==> src/rtl/smb_regs_pkg.sv <==
package smb_regs_pkg;

  localparam int ADDR_W         = 5;
  localparam int CTRL_START_BIT = 6;

  localparam logic [ADDR_W-1:0] A_HSTAT  = 5'h00;
  localparam logic [ADDR_W-1:0] A_CTRL   = 5'h02;
  localparam logic [ADDR_W-1:0] A_CMD    = 5'h03;
  localparam logic [ADDR_W-1:0] A_TADDR  = 5'h04;
  localparam logic [ADDR_W-1:0] A_DAT0   = 5'h05;
  localparam logic [ADDR_W-1:0] A_DAT1   = 5'h06;
  localparam logic [ADDR_W-1:0] A_BLK    = 5'h07;
  localparam logic [ADDR_W-1:0] A_AUX    = 5'h0D;
  localparam logic [ADDR_W-1:0] A_SSTAT  = 5'h10;
  localparam logic [ADDR_W-1:0] A_NOTIFY = 5'h14;

  typedef enum logic [3:0] {
    SEL_NONE,
    SEL_HSTAT,
    SEL_CTRL,
    SEL_CMD,
    SEL_TADDR,
    SEL_DAT0,
    SEL_DAT1,
    SEL_BLK,
    SEL_AUX,
    SEL_SSTAT,
    SEL_NOTIFY
  } reg_sel_e;

  // Next value of a write-one-to-clear byte with a priority set mask.
  function automatic logic [7:0] w1c_next(input logic [7:0] cur,
                                          input logic [7:0] clr,
                                          input logic [7:0] set);
    return (cur & ~clr) | set;
  endfunction

  // Control value as stored: the start bit is never kept.
  function automatic logic [7:0] ctrl_store(input logic [7:0] wr);
    logic [7:0] v;
    v = wr;
    v[CTRL_START_BIT] = 1'b0;
    return v;
  endfunction

endpackage

==> src/rtl/smb_addr_dec.sv <==
module smb_addr_dec
  import smb_regs_pkg::*;
(
  input  logic [ADDR_W-1:0] addr,
  output reg_sel_e          sel,
  output logic              mapped
);

  always_comb begin
    unique case (addr)
      A_HSTAT:  sel = SEL_HSTAT;
      A_CTRL:   sel = SEL_CTRL;
      A_CMD:    sel = SEL_CMD;
      A_TADDR:  sel = SEL_TADDR;
      A_DAT0:   sel = SEL_DAT0;
      A_DAT1:   sel = SEL_DAT1;
      A_BLK:    sel = SEL_BLK;
      A_AUX:    sel = SEL_AUX;
      A_SSTAT:  sel = SEL_SSTAT;
      A_NOTIFY: sel = SEL_NOTIFY;
      default:  sel = SEL_NONE;
    endcase
  end

  assign mapped = (sel != SEL_NONE);

endmodule

==> src/rtl/smb_w1c_reg.sv <==
module smb_w1c_reg
  import smb_regs_pkg::*;
(
  input  logic       clk,
  input  logic       rst,
  input  logic       clr_en,
  input  logic [7:0] clr_mask,
  input  logic [7:0] set_mask,
  output logic [7:0] q
);

  logic [7:0] eff_clr;
  assign eff_clr = clr_en ? clr_mask : 8'h00;

  always_ff @(posedge clk) begin
    if (rst) q <= '0;
    else     q <= w1c_next(q, eff_clr, set_mask);
  end

endmodule

==> src/rtl/smb_blk_buf.sv <==
module smb_blk_buf #(
  parameter int DATA_W = 8,
  parameter int DEPTH  = 32,
  localparam int OFF_W = $clog2(DEPTH)
) (
  input  logic              clk,
  input  logic              rst,
  input  logic              off_clr,
  input  logic              host_we,
  input  logic              host_re,
  input  logic [DATA_W-1:0] host_wdata,
  output logic [DATA_W-1:0] host_rdata,
  input  logic              eng_we,
  input  logic [OFF_W-1:0]  eng_widx,
  input  logic [DATA_W-1:0] eng_wdata,
  input  logic [OFF_W-1:0]  eng_ridx,
  output logic [DATA_W-1:0] eng_rdata,
  output logic [OFF_W-1:0]  off_q
);

  logic [DATA_W-1:0] mem [DEPTH];

  function automatic logic [OFF_W-1:0] off_step(input logic [OFF_W-1:0] o);
    return (int'(o) == DEPTH-1) ? '0 : o + 1'b1;
  endfunction

  generate
    for (genvar i = 0; i < DEPTH; i++) begin : g_ent
      always_ff @(posedge clk) begin
        if (rst)                                          mem[i] <= '0;
        else if (eng_we && (int'(eng_widx) == i))         mem[i] <= eng_wdata;
        else if (host_we && (int'(off_q) == i))           mem[i] <= host_wdata;
      end
    end
  endgenerate

  always_ff @(posedge clk) begin
    if (rst)                       off_q <= '0;
    else if (off_clr)              off_q <= '0;
    else if (host_we || host_re)   off_q <= off_step(off_q);
  end

  assign host_rdata = mem[off_q];
  assign eng_rdata  = mem[eng_ridx];

endmodule

==> src/rtl/smb_host_regs.sv <==
module smb_host_regs
  import smb_regs_pkg::*;
#(
  parameter int DATA_W    = 8,
  parameter int BUF_DEPTH = 32,
  localparam int OFF_W    = $clog2(BUF_DEPTH)
) (
  input  logic              clk,
  input  logic              rst,
  input  logic [ADDR_W-1:0] host_addr,
  input  logic [DATA_W-1:0] host_wdata,
  input  logic              host_wr,
  input  logic              host_rd,
  output logic [DATA_W-1:0] host_rdata,
  output logic              start_pulse,
  output logic [DATA_W-1:0] ctrl_q,
  output logic [DATA_W-1:0] cmd_q,
  output logic [DATA_W-1:0] taddr_q,
  output logic [DATA_W-1:0] dat0_q,
  output logic [DATA_W-1:0] dat1_q,
  output logic [DATA_W-1:0] aux_q,
  input  logic [DATA_W-1:0] eng_hsts_set,
  input  logic [DATA_W-1:0] eng_ssts_set,
  input  logic              eng_dat0_we,
  input  logic [DATA_W-1:0] eng_dat0,
  input  logic              eng_dat1_we,
  input  logic [DATA_W-1:0] eng_dat1,
  input  logic              eng_buf_we,
  input  logic [OFF_W-1:0]  eng_buf_widx,
  input  logic [DATA_W-1:0] eng_buf_wdata,
  input  logic [OFF_W-1:0]  eng_buf_ridx,
  output logic [DATA_W-1:0] eng_buf_rdata
);

  reg_sel_e          sel;
  logic              mapped;
  logic              wr_ev, rd_ev;
  logic              hsts_clr, ssts_clr;
  logic              ctrl_rd_evt, blk_wr, blk_rd, blk_step;
  logic              start_req, unmapped_rd;
  logic [DATA_W-1:0] hsts_q, ssts_q, notify_q, blk_rdata;
  logic [OFF_W-1:0]  blk_off;

  smb_addr_dec u_dec (
    .addr   (host_addr),
    .sel    (sel),
    .mapped (mapped)
  );

  // Named host events; a write wins over a read in the same cycle.
  assign wr_ev       = host_wr;
  assign rd_ev       = host_rd && !host_wr;
  assign hsts_clr    = wr_ev && (sel == SEL_HSTAT);
  assign ssts_clr    = wr_ev && (sel == SEL_SSTAT);
  assign ctrl_rd_evt = rd_ev && (sel == SEL_CTRL);
  assign blk_wr      = wr_ev && (sel == SEL_BLK);
  assign blk_rd      = rd_ev && (sel == SEL_BLK);
  assign blk_step    = blk_wr || blk_rd;
  assign start_req   = wr_ev && (sel == SEL_CTRL) && host_wdata[CTRL_START_BIT];
  assign unmapped_rd = rd_ev && !mapped;

  smb_w1c_reg u_hsts (
    .clk      (clk),
    .rst      (rst),
    .clr_en   (hsts_clr),
    .clr_mask (host_wdata),
    .set_mask (eng_hsts_set),
    .q        (hsts_q)
  );

  smb_w1c_reg u_ssts (
    .clk      (clk),
    .rst      (rst),
    .clr_en   (ssts_clr),
    .clr_mask (host_wdata),
    .set_mask (eng_ssts_set),
    .q        (ssts_q)
  );

  smb_blk_buf #(.DATA_W(DATA_W), .DEPTH(BUF_DEPTH)) u_buf (
    .clk        (clk),
    .rst        (rst),
    .off_clr    (ctrl_rd_evt),
    .host_we    (blk_wr),
    .host_re    (blk_rd),
    .host_wdata (host_wdata),
    .host_rdata (blk_rdata),
    .eng_we     (eng_buf_we),
    .eng_widx   (eng_buf_widx),
    .eng_wdata  (eng_buf_wdata),
    .eng_ridx   (eng_buf_ridx),
    .eng_rdata  (eng_buf_rdata),
    .off_q      (blk_off)
  );

  // Plain storage registers; engine writes take priority.
  always_ff @(posedge clk) begin
    if (rst) begin
      ctrl_q      <= '0;
      cmd_q       <= '0;
      taddr_q     <= '0;
      dat0_q      <= '0;
      dat1_q      <= '0;
      aux_q       <= '0;
      notify_q    <= '0;
      start_pulse <= 1'b0;
    end else begin
      start_pulse <= start_req;
      if (wr_ev && sel == SEL_CTRL)   ctrl_q   <= ctrl_store(host_wdata);
      if (wr_ev && sel == SEL_CMD)    cmd_q    <= host_wdata;
      if (wr_ev && sel == SEL_TADDR)  taddr_q  <= host_wdata;
      if (wr_ev && sel == SEL_AUX)    aux_q    <= host_wdata;
      if (wr_ev && sel == SEL_NOTIFY) notify_q <= host_wdata;
      if (eng_dat0_we)                   dat0_q <= eng_dat0;
      else if (wr_ev && sel == SEL_DAT0) dat0_q <= host_wdata;
      if (eng_dat1_we)                   dat1_q <= eng_dat1;
      else if (wr_ev && sel == SEL_DAT1) dat1_q <= host_wdata;
    end
  end

  always_comb begin
    host_rdata = '0;
    if (rd_ev) begin
      unique case (sel)
        SEL_HSTAT:  host_rdata = hsts_q;
        SEL_CTRL:   host_rdata = ctrl_q;
        SEL_CMD:    host_rdata = cmd_q;
        SEL_TADDR:  host_rdata = taddr_q;
        SEL_DAT0:   host_rdata = dat0_q;
        SEL_DAT1:   host_rdata = dat1_q;
        SEL_BLK:    host_rdata = blk_rdata;
        SEL_AUX:    host_rdata = aux_q;
        SEL_SSTAT:  host_rdata = ssts_q;
        SEL_NOTIFY: host_rdata = notify_q;
        default:    host_rdata = '0;
      endcase
    end
  end

endmodule

==> config.mk <==
export PLATFORM = sky130hd
export DESIGN_NAME = smb_host_regs
export DESIGN_NICKNAME = d
export VERILOG_FILES = /design/src/rtl/smb_regs_pkg.sv /design/src/rtl/smb_addr_dec.sv /design/src/rtl/smb_w1c_reg.sv /design/src/rtl/smb_blk_buf.sv /design/src/rtl/smb_host_regs.sv
export SDC_FILE = /design/constraint.sdc
export NUM_CORES = 1
export LEC_CHECK = 0
export BUFFER_PORTS_ARGS = -buffer_cell sky130_fd_sc_hd__buf_2
export CAP_MARGIN = 20
export CORE_UTILIZATION = 55
export CTS_CLUSTER_SIZE = 28
export DETAILED_ROUTE_END_ITERATION = 6
export PLACE_DENSITY = 0.74
export SETUP_SLACK_MARGIN = 0.02
export SLEW_MARGIN = 5
export SYNTH_ARGS = -nofsm -noshare
export SYNTH_HDL_FRONTEND = slang
export SYNTH_SLANG_ARGS = --single-unit
==> constraint.sdc <==
create_clock -name clk -period 4.5 [get_ports clk]
set_clock_uncertainty 0.2 [all_clocks]
set_input_delay 0.225 -clock clk [delete_from_list [all_inputs] [get_ports clk]]
set_output_delay 0.225 -clock clk [all_outputs]
set_load 0.005 [all_outputs]
## Word level (Yosys, flattened, before mapping)

Memory sizes are Yosys's and may differ from the RTL's. A register that Yosys moved wholly into a read port is not among the register bits.
Cells that the tools add are included.

| cells by class | value |
|---|---|
| equality and inequality tests | 72 |
| reductions and logical operators | 85 |
| add/sub/neg operators | 1 |
| mux-type cells | 301 |
| bitwise logic cells | 70 |

Operators by type and width:

| kind | number |
|---|---|
| 8-bit 2-to-1 mux | 71 |
| 1-bit 2-to-1 mux | 226 |
| 5-bit equality test, second input constant | 32 |
| 5-bit by 4-bit equality test with 1-bit output, second input constant | 16 |
| 8-bit case mux with 10 select lines | 1 |
| 1-bit logical AND | 78 |
| 1-bit bitwise OR | 64 |
| 5-bit by 3-bit equality test with 1-bit output, second input constant | 8 |
| 5-bit by 2-bit equality test with 1-bit output, second input constant | 4 |
| 8-bit bitwise AND | 2 |
| 4-bit by 3-bit equality test with 1-bit output, second input constant | 4 |
| 8-bit inverter | 2 |
| 8-bit bitwise OR | 2 |
| 5-bit 2-to-1 mux | 3 |
| 4-bit equality test, second input constant | 3 |
| 5-bit by 1-bit equality test with 1-bit output, second input constant | 2 |
| 5-bit zero test | 2 |
| 4-bit by 2-bit equality test with 1-bit output, second input constant | 2 |
| 5-bit by 1-bit adder with 5-bit output, second input constant | 1 |
| 4-bit by 1-bit equality test with 1-bit output, second input constant | 1 |
| 2-bit nonzero test | 2 |
| 2-bit OR reduction | 1 |
| 1-bit zero test | 1 |
| 1-bit logical OR | 1 |

| word-level totals | value |
|---|---|
| output and inout port bits | 65 |
| memory bits (writable) | 256 |
| register bits after elaboration | 77 |
| word-level logic and storage cells | 542 |
| memory bits (read-only) | 128 |
| memories | 2 |

Memories:

| memory | depth | width | read ports | clocked after Yosys merged registers in | write ports | RTL line | source |
|---|---|---|---|---|---|---|---|
| u_buf.mem | 32 | 8 | 2 | 1 | 32 | smb_blk_buf.sv:21 | `logic [DATA_W-1:0] mem [DEPTH];` |
| (name not given) | 32 | 4 | 1 | 0 | 0 | smb_addr_dec.sv:10 | `unique case (addr)` |

## Logic depth before layout (Yosys ltp)

An unclocked memory read counts as a cell.

| logic depth | value |
|---|---|
| depth in word-level cells | 9 |
| mapped depth | 9 |

## Cells and area by module

A second synthesis with hierarchy kept.

| second synthesis, totals | value |
|---|---|
| cell total of the unflattened synthesis | 1,449 |
| area total of the unflattened synthesis | 19,796.5 µm² |

By module, submodules not included:

| module | times used | seq. area each (µm²) | cells each | area an instance (µm²) |
|---|---|---|---|---|
| smb_blk_buf | 1 | 7,887.6 | 1,002 | 15,757.6 |
| smb_host_regs | 1 | 1,121.1 | 359 | 3,174.3 |
| smb_w1c_reg | 2 | 160.2 | 34 | 359.1 |
| smb_addr_dec | 1 | 0.0 | 20 | 146.4 |

## Worst setup path before layout

No wires, ideal clock.

| timing path | value |
|---|---|
| path kind | in2reg |
| start | input host_addr[2] |
| end | memory u_buf.mem[29][0], enable pin |
| setup slack | 1.821 ns |
| stages | 6 |
| setup time | 0.384 ns |
| arrival time | 2.095 ns |
| path through | buf_4 or3b_1 buf_6 nor4_4 nand2_2 o21ai_0 |

RTL lines:

| item | RTL line | source |
|---|---|---|
| start: declaration | smb_host_regs.sv:10 | `input logic [ADDR_W-1:0] host_addr,` |
| end: declaration | smb_blk_buf.sv:21 |  |

==> impl_metrics.tcl <==
set metrics [dict create \
    status "finished, violations left" \
    failed_checks "DRC" \
    die_h_um 190 \
    timing.final.ws_setup_ps 604 \
    crit_path_end_kind "output pin" \
    numCtsBuffers 38 \
    antenna_left 0 \
    crit_required_ps 4070 \
    syn-num-nets 1609 \
    grt_use_total_pct 38.0 \
    rows 68 \
    ys_seq_area_share_pct 47.8 \
    grt_pass1_vias 15208 \
    synth_ff_type "edfxtp_1" \
    ys_seq_elements 338 \
    rsz0062_at_grt "false" \
    drt_iter0_drc 2546 \
    synth_edf_count 256 \
    die_area_um2 36300 \
    path_max_fanout 27 \
    start_util_pct 56.2 \
    ys_warn_count 0 \
    die_x_um 190 \
    powerDensity_nw_per_um2 351 \
    hpwlAfterDp_mm 44.5 \
    post-route-util_pct 64.0 \
    r2r_start "u_buf.off_q[4]$_SDFFE_PP0N_" \
    clk_path_buf_depth 3 \
    relSlewSlack_pct 21.3 \
    hold_ws_ps 28.1 \
    dp_worst_setup_slack_ps 1010 \
    fin_area_um2 22200 \
    firstDrtPassIters 7 \
    htreeDepth 2 \
    synth_cell_type_count 66 \
    drive_gt1_share_pct 26.8 \
    leakagePower_uw 0.00796 \
    critPathBufInv 2 \
    timing.setup.tns_ps 0 \
    wl_per_cell_um 32.4 \
    clock_latency_ps 520 \
    max_stage_delay_ps 720 \
    async_flop_share_pct 0 \
    fillerInstances 2563 \
    max-vdd-ir-drop_mv 0.244 \
    grt_pass1_wl_mm 99.6 \
    tritoncts "yes" \
    crit_path_top_delay_cell "dfxtp_4" \
    min_period_over_period_pct 86.6 \
    num_io_pins 135 \
    pwr-share-seq_pct 46.3 \
    routed_via_density 7.56 \
    core_region_area_um2 34700 \
    final_cell_mix "a22o_1 (256), edfxtp_1 (256), mux4_2 (144)" \
    intPower_uw 5880 \
    via_count 15968 \
    power_frac_clock_pct 42.9 \
    numClockSinks 338 \
    slew_viol_final 0 \
    syn_area_per_cell_um2 12.8 \
    worstSetupPathType "register to output pin" \
    max_clock_freq_mhz 257 \
    arrival_ps 3470 \
    setup_viol 0 \
    p_comb_share_pct 10.8 \
    path_delay_family "compound AO/OA/AOI/OAI gates" \
    hp-class "primary input to register" \
    clkTransAtPathRegs_ps 60 \
    syn_inst 1531 \
    startpoint_type "register" \
    gp_congestion 0.960 \
    p_switching_uw 1910 \
    period_needed_ps 3900 \
    dpl_cell_area_um2 20400 \
    cp_cell_sequence "buf_4, mux4_2, mux2_2, o211ai_1, o221ai_1, buf_2" \
    hold_viol_final 0 \
    nNetsFinal 1708 \
    area_growth_pct 13.8 \
    grt_max_degree 73 \
    num_antenna_cells 0 \
    drc 15 \
    worstHoldStart "eng_dat0_we" \
    drv_cap 0 \
    grt.overflow.total 0 \
    worst_slew_pin_slew_ps 1170 \
    switching_share_pct 24.5 \
    portBuffers 133 \
    netlist_area_um2 19500 \
    wl_mm 68.5 \
    antenna_found_initial 0 \
    root_buffer "clkbuf_16" \
]
## timing repair
item                                   4_1_cts  5_1_grt
endpoints found under the hold margin       40        0
buffers inserted                             0        0
resized for setup                            0        0
hold buffers                                40        0
## power by group through the flow
stage	clock network, uW	registers (uW)	logic [uW]
after floorplan	0	3600	491
after global placement	0	3650	758
after detailed placement	0	3660	769
after CTS	3330	3600	801
after global routing	3460	3610	861
final	3340	3610	840
## worst reg2reg max path: cells and delay by family (launching register included)
kind	cells	cell delay, ps
AOI/OAI and AO/OA	1	900
DFF	1	420
buffers and inverters	1	120
and+or+nand+nor	2	890
## per-stage QoR
stage,cells,total power [uW]
floorplan,1531,4090
global placement,2000,4410
detailed placement,2000,4430
CTS,2108,7730
global route,2113,7930
finish,2113,7790
## path summary, 6_finish.rpt
kind	slack, ps	to	depth (start not counted)
hold / removal	30	dat0_q[0]$_SDFFE_PP0P_	3
setup reg to reg	1600	u_buf.mem[25][1]$_DFFE_PP_	4
hold reg to reg	280	taddr_q[2]$_SDFFE_PP0P_	2
setup / recovery	600	host_rdata[5]	6
## cell usage after synthesis (12+ instances only)
master	count	area (um2)
o21ai_0	33	165
mux2_2	17	191
a211oi_1	20	150
a22oi_1	15	113
or3_1	19	119
nor2_1	140	526
nor2b_1	17	106
nand2_1	46	173
edfxtp_1	256	7690
a21oi_1	57	285
a22o_1	256	2240
mux2i_1	50	500
nand3_1	33	165
buf_2	16	80.1
inv_1	30	113
clkbuf_1	124	465
nor3_1	23	115
buf_1	12	45.0
nor3_4	20	325
mux4_2	144	3240
dfxtp_1	82	1640
## flip-flops by register name (all words and copies together), names as in the netlist, named ones only
register	count
u_buf.mem	256
aux_q	8
cmd_q	8
dat0_q	8
dat1_q	8
notify_q	8
taddr_q	8
u_hsts.q	8
u_ssts.q	8
ctrl_q	7
u_buf.off_q	5
start_pulse	1
## cell type report
| cell class | count | area (um2) | share of cell area [%] |
|---|---|---|---|
| tap | 455 | 569 | 2.56 |
| multi-input combinational | 1008 | 9460 | 42.6 |
| inverter | 30 | 113 | 0.507 |
| clock inverter | 19 | 283 | 1.27 |
| sequential | 338 | 9340 | 42.0 |
| clock buffer | 49 | 1050 | 4.75 |
| timing repair buffer | 214 | 1400 | 6.32 |
## routing by layer
layer / global-route usage [%] / wire [um] / vias up
met3: 11.8 / 11200 / 270
met2: 57.3 / 30200 / 1541
met4: 16.4 / 3430 / 0
li1: - / - / 6398
met1: 50.7 / 23600 / 7759
met5: 0 / 0 / -
## kinds of logic (layout without fill, tap and decap cells)
group                    count (synthesis)  in the layout  synth area share (%)
flip-flops                             338            338                  47.8
XOR/XNOR                                 3              3                 0.135
AND/OR/NAND/NOR                        355            355                  10.3
AO/OA/AOI/OAI                          430            430                  17.3
adder cells (fa/ha/maj)                  8              8                 0.513
multiplexers                           211            211                  20.2
other                                    1              1                0.0192
buffers and inverters                  185            312                  3.74
Note: power is estimated with default switching activity, not from simulation.
